### config.mk
export PLATFORM = sky130hd
export DESIGN_NAME = lio_irq_router
export DESIGN_NICKNAME = d
export VERILOG_FILES = /design/src/rtl/lio_irq_router.sv
export SDC_FILE = /design/constraint.sdc
export NUM_CORES = 1
export LEC_CHECK = 0
export ABC_AREA = 1
export BUFFER_PORTS_ARGS = -buffer_cell sky130_fd_sc_hd__buf_4
export CORE_MARGIN = 2
export CORE_UTILIZATION = 26
export CTS_BUF_LIST = sky130_fd_sc_hd__clkbuf_8 sky130_fd_sc_hd__clkbuf_16
export CTS_CLUSTER_SIZE = 20
export DETAILED_ROUTE_END_ITERATION = 12
export PLACE_DENSITY = 0.46
export SLEW_MARGIN = 10
export SYNTH_ARGS = -nofsm -noshare
export SYNTH_HDL_FRONTEND = slang
export SYNTH_SLANG_ARGS = --single-unit
export TNS_END_PERCENT = 30
### constraint.sdc
create_clock -name clk -period 3.5 [get_ports clk]
set_input_delay 0.175 -clock clk [delete_from_list [all_inputs] [get_ports clk]]
set_output_delay 0.175 -clock clk [all_outputs]
set_load 0.05 [all_outputs]
### src/rtl/lio_irq_router.sv
module lio_irq_router #(
  parameter int NSRC  = 32,
  parameter int NCORE = 4,
  parameter int NLINE = 4
) (
  input  logic             clk,
  input  logic             rst_n,
  input  logic [NSRC-1:0]  src_i,
  input  logic             bus_en,
  input  logic             bus_we,
  input  logic [7:0]       bus_addr,
  input  logic [3:0]       bus_be,
  input  logic [31:0]      bus_wdata,
  output logic [31:0]      bus_rdata,
  output logic [NCORE*NLINE-1:0] irq_o
);
  localparam int NRW = NSRC / 4;

  logic [NSRC-1:0] en_q, pol_q, edge_q, smp_q, prev_q, stick_q;
  logic [7:0]      route_q [NSRC];
  logic [NSRC-1:0] core_map [NCORE];
  logic [NSRC-1:0] line_map [NLINE];
  logic [NSRC-1:0] core_pend [NCORE];

  wire        wr    = bus_en & bus_we;
  wire [5:0]  widx  = bus_addr[7:2];
  wire [31:0] bmask = {{8{bus_be[3]}}, {8{bus_be[2]}}, {8{bus_be[1]}}, {8{bus_be[0]}}};
  wire [NSRC-1:0] wbits = NSRC'(bus_wdata & bmask);

  wire [NSRC-1:0] cond  = smp_q ^ pol_q;
  wire [NSRC-1:0] rise  = cond & ~prev_q & edge_q;
  wire            clr_hit = wr && widx[5:3] == 3'd2 && !widx[0];
  wire [NSRC-1:0] live  = ((edge_q & stick_q) | (~edge_q & cond)) & en_q;

  always_ff @(posedge clk) begin
    if (!rst_n) begin
      en_q    <= '0;
      pol_q   <= '0;
      edge_q  <= '0;
      smp_q   <= '0;
      prev_q  <= '0;
      stick_q <= '0;
      for (int i = 0; i < NSRC; i++) route_q[i] <= '0;
    end else begin
      smp_q   <= src_i;
      prev_q  <= cond;
      stick_q <= ((stick_q & ~(clr_hit ? wbits : '0)) | rise) & edge_q;
      if (wr && widx == 6'd10) en_q <= en_q | wbits;
      if (wr && widx == 6'd11) en_q <= en_q & ~wbits;
      if (wr && widx == 6'd12) pol_q  <= (pol_q & ~NSRC'(bmask)) | wbits;
      if (wr && widx == 6'd13) edge_q <= (edge_q & ~NSRC'(bmask)) | wbits;
      for (int i = 0; i < NSRC; i++)
        if (wr && widx == 6'(i / 4) && bus_be[i % 4])
          route_q[i] <= bus_wdata[8*(i%4) +: 8];
    end
  end

  for (genvar c = 0; c < NCORE; c++) begin : g_core
    for (genvar i = 0; i < NSRC; i++) begin : g_cm
      assign core_map[c][i] = route_q[i][c];
    end
    assign core_pend[c] = live & core_map[c];
  end

  for (genvar p = 0; p < NLINE; p++) begin : g_line
    for (genvar i = 0; i < NSRC; i++) begin : g_lm
      assign line_map[p][i] = route_q[i][4+p];
    end
  end

  for (genvar c = 0; c < NCORE; c++) begin : g_oc
    for (genvar p = 0; p < NLINE; p++) begin : g_op
      assign irq_o[c*NLINE+p] = |(core_pend[c] & line_map[p]);
    end
  end

  always_comb begin
    bus_rdata = '0;
    if (widx < 6'(NRW)) begin
      for (int k = 0; k < 4; k++) bus_rdata[8*k +: 8] = route_q[4*widx[2:0] + k];
    end else begin
      case (widx)
        6'd9:  bus_rdata = 32'(en_q);
        6'd12: bus_rdata = 32'(pol_q);
        6'd13: bus_rdata = 32'(edge_q);
        6'd16, 6'd18, 6'd20, 6'd22: bus_rdata = 32'(core_pend[widx[2:1]]);
        default: bus_rdata = '0;
      endcase
    end
  end
endmodule


==> impl_table.tex <==
\begin{tabular}{lr}
\hline
Metric & Value \\
\hline
\multicolumn{2}{l}{\textbf{Setup path}} \\
\quad Total buffers and inverters traversed by the critical path & 2 \\
\quad Largest incremental delay on the critical path & 570 ps \\
\quad Arr. time, crit path & 3190 ps \\
\quad Crit-path cells & inv\_1 > nand2\_1 > nand3\_1 > nand4\_1 > nand2\_1 > nor2\_1 > nand2\_1 > nor2\_1 > nand2\_1 > buf\_4 \\
\quad Crit path required time & 3320 ps \\
\quad Count of cells along the worst register-to-register path & 6 \\
\quad Startpoint-to-endpoint class of the critical path & flip-flop to output port \\
\quad Most common cell on crit path & sky130\_fd\_sc\_hd\_\_nand2\_1 \\
\quad Startpoint type of the worst setup path & flip-flop \\
\quad Worst path slowest cell & sky130\_fd\_sc\_hd\_\_nand3\_1 \\
\quad Count of cell instances traversed by the critical path & 10 \\
\quad CP Capture Type & output port \\
\quad Max Fanout on Critical Path & 20 \\
\quad Cell family with the largest share of critical-path delay & simple AND/OR/NAND/NOR gates \\
\multicolumn{2}{l}{\textbf{Cells and area}} \\
\quad Post-layout instance area & 30730 um2 \\
\quad Fraction of layout cells with a size suffix above 1 & 9.536\% \\
\quad Most common cell after layout, fill and taps aside & sky130\_fd\_sc\_hd\_\_nand2\_1 \\
\quad Final net count & 3680 \\
\quad Area growth, synth to finish & 19.02\% \\
\quad Final cell count without fillers & 4928 \\
\quad Leading cell types in the layout, fill and taps excluded & 761 x sky130\_fd\_sc\_hd\_\_nand2\_1, 670 x sky130\_fd\_sc\_hd\_\_nand4\_1, 412 x sky130\_fd\_sc\_hd\_\_nor2\_1, 295 x sky130\_fd\_sc\_hd\_\_nand3\_1, 256 x sky130\_fd\_sc\_hd\_\_edfxtp\_1 \\
\multicolumn{2}{l}{\textbf{Clock tree}} \\
\quad Count of clock tree sinks & 448 \\
\quad Clock slew at reported path FFs & 60 ps \\
\quad Number of buffers inserted during clock tree synthesis & 50 \\
\quad TritonCTS clock tree & yes \\
\quad Maximum level of the CTS H-tree & 2 \\
\quad Clock latency on the worst-skew pair & 620 ps \\
\quad Bufs on Longest Clock Path & 3 \\
\quad Root buffer cell & sky130\_fd\_sc\_hd\_\_clkbuf\_16 \\
\multicolumn{2}{l}{\textbf{STA}} \\
\quad Final Hold Viols & 0 \\
\quad Highest achievable clock rate & 0.2975 GHz \\
\quad Final setup violation count & 0 \\
\quad Final Max Slew Viols & 0 \\
\quad Tightest slew margin relative to the limit & 31.89\% \\
\quad Measured slew at the worst slew-check pin & 1019 ps \\
\quad Post-route fraction of the period consumed by the critical path & 96.04\% \\
\quad Final clock skew & 15.61 ps \\
\quad Min Tclk post-route & 3361 ps \\
\quad Worst Slack Setup Final & 138.5 ps \\
\quad Unrepaired setup endpoints after global routing & no \\
\quad Final sum of negative setup slack & 0 ps \\
\multicolumn{2}{l}{\textbf{Yosys}} \\
\quad Mapped Area & 25820 um2 \\
\quad EDFF count, synth & 256 \\
\quad Mux cell area share after synthesis & 0\% \\
\quad Synthesized-area fraction occupied by ao, oa, aoi and oai cells & 7.171\% \\
\quad Cell variety after synth & 32 \\
\quad Avg Inst Size Synth & 7.433 um2 \\
\quad Basic-gate share of the synthesized area counting and, or, nand and nor cells & 41.04\% \\
\quad Number of instances in the synthesized netlist & 3474 \\
\quad Largest family of logic cells by synthesized area & simple AND/OR/NAND/NOR gates \\
\quad Parity-gate share of the synthesized area counting xor and xnor cells & 0\% \\
\quad Register area share after synthesis & 44.66\% \\
\quad Flip-flop and latch count after synthesis & 448 \\
\quad Top\_reg\_cell synth & sky130\_fd\_sc\_hd\_\_edfxtp\_1 \\
\quad Synthesized netlist net count & 3554 \\
\quad Warnings, synthesis & 0 \\
\quad Proportion of register bits with asynchronous set or reset after synthesis & 0\% \\
\quad Adder-cell share of the synthesized area & 0\% \\
\multicolumn{2}{l}{\textbf{Placed design}} \\
\quad Area of placed instances & 28420 um2 \\
\quad Placer congestion estimate & 0.9887 \\
\quad Minimum setup slack after placement & 837.9 ps \\
\quad Number of buffers added on ports & 125 \\
\quad Detailed placer's ending HPWL & 100600 um \\
\quad Dpl cells & 4759 \\
\multicolumn{2}{l}{\textbf{Floorplanning}} \\
\quad Placeable core area & 98420 um2 \\
\quad DIE AREA & 101900 um2 \\
\quad Die Y & 319.1 um \\
\quad Horiz. Die Dim & 319.1 um \\
\quad Total I/O pin count & 128 \\
\quad Initial Util & 26.24\% \\
\quad Standard-cell rows & 115 \\
\multicolumn{2}{l}{\textbf{Outcome}} \\
\quad Result of the run & finished, final reports clean \\
\multicolumn{2}{l}{\textbf{Route}} \\
\quad Number of nets still failing antenna checks after routing & 0 \\
\quad Detailed-route wire length & 133800 um \\
\quad Post-detailed-route via-to-cell ratio & 5.649 \\
\quad First-pass detailed-route iteration total & 8 \\
\quad DRT iter0 DRCs & 4059 \\
\quad Vias after detailed routing & 27840 \\
\quad Wirelength per Cell & 27.16 um \\
\quad Remaining routing DRC violations & 0 \\
\multicolumn{2}{l}{\textbf{GRT}} \\
\quad Global-route wire length before repair & 187500 um \\
\quad All-layer global routing usage & 25.37\% \\
\quad Pin count of the biggest net entering global routing & 93 \\
\quad Vias in the first global route & 25100 \\
\quad Final global-route overflow total & 0 \\
\quad Initial antenna violation count & 4 \\
\multicolumn{2}{l}{\textbf{Worst hold path}} \\
\quad Number of cells on the worst hold path & 3 \\
\quad Class of the worst hold path & primary input to flip-flop \\
\multicolumn{2}{l}{\textbf{Power and ir drop}} \\
\quad Power Dens Cells & 411.7 nW/um2 \\
\quad Overall power & 12.65 mW \\
\quad Worst IR Drop VDD & 333.6 uV \\
\quad Leak Pwr & 12.53 nW \\
\multicolumn{2}{l}{\textbf{Flow run}} \\
\quad Number of max-cap violations & 0 \\
\hline
\end{tabular}
==> worst register-to-register path: cells and delay by family, from the launching register on <==
family	cells	cell delay, ps
DFF	1	460
and+or+nand+nor	4	350
AOI/OAI and AO/OA	1	110
buffers and inverters	1	70
==> synthesized netlist by cell type (28+ instances only) <==
cell / number / area [um2]
sky130_fd_sc_hd__inv_1: 221 / 829.6
sky130_fd_sc_hd__buf_1: 28 / 105.1
sky130_fd_sc_hd__nand2_1: 761 / 2856
sky130_fd_sc_hd__nand3_1: 298 / 1491
sky130_fd_sc_hd__clkbuf_1: 183 / 686.9
sky130_fd_sc_hd__o21ai_0: 87 / 435.4
sky130_fd_sc_hd__nand4_1: 670 / 4192
sky130_fd_sc_hd__edfxtp_1: 256 / 7687
sky130_fd_sc_hd__nor2_1: 416 / 1562
sky130_fd_sc_hd__dfxtp_1: 192 / 3844
sky130_fd_sc_hd__a21oi_1: 148 / 740.7
sky130_fd_sc_hd__a22oi_1: 29 / 217.7
sky130_fd_sc_hd__buf_2: 39 / 195.2
sky130_fd_sc_hd__o22ai_1: 32 / 200.2
==> worst paths after layout <==
kind	start	endpoint	slack, ps
max	flip-flop	irq_o[9]	140
min	rst_n	flip-flop	8
max reg2reg	smp_q[31]	stick_q[31]	2420
min reg2reg	stick_q[1]	stick_q[1]	460
==> per-layer routing <==
| metal | global-route usage, % | wire (um) | up-vias |
|---|---|---|---|
| met1 | 36.09 | 59290 | 13440 |
| met2 | 38.16 | 57510 | 1487 |
| li1 | - | - | 12690 |
| met3 | 4.153 | 11370 | 222 |
| met4 | 10.02 | 5648 | 2 |
| met5 | 0 | 13 | - |
==> cell type report <==
type                            count  area [um2]
Multi-Input combinational cell   2548       12490
Clock inverter                     38       225.2
Tap cell                         1287        1610
Fill cell                       10660       67680
Clock buffer                       53        1304
Sequential cell                   448       11530
Timing Repair Buffer              324        2714
Inverter                          228       855.8
Antenna cell                        2       5.005
==> logic make-up after synthesis <==
kind of cell	Yosys count
and+or+nand+nor	2217
buffers and inverters	478
DFF	448
AOI/OAI and AO/OA	331
==> report_power, final <==
group	total, mW	switching (mW)	internal (mW)
sequential	6.33	0.514	5.82
clock	5.03	2.27	2.76
combinational	1.29	0.936	0.349
total	12.7	3.72	8.93
==> stage by stage <==
stage | util (%) | hold WS, ps
2_1_floorplan | - | 272.6
3_3_place_gp | 28.88 | 356.4
3_5_place_dp | 28.88 | 359.0
4_1_cts | 31.21 | 1.434
5_1_grt | 31.22 | 35.52
6_report | 31.23 | 7.876
==> what timing repair did <==
action	4_1_cts	5_1_grt
buffers inserted	0	0
hold buffers	76	0
hold endpoints to repair	102	0
endpoints found under the setup margin	0	1
resized for setup	0	3
Power figures use the tool's default switching activity.
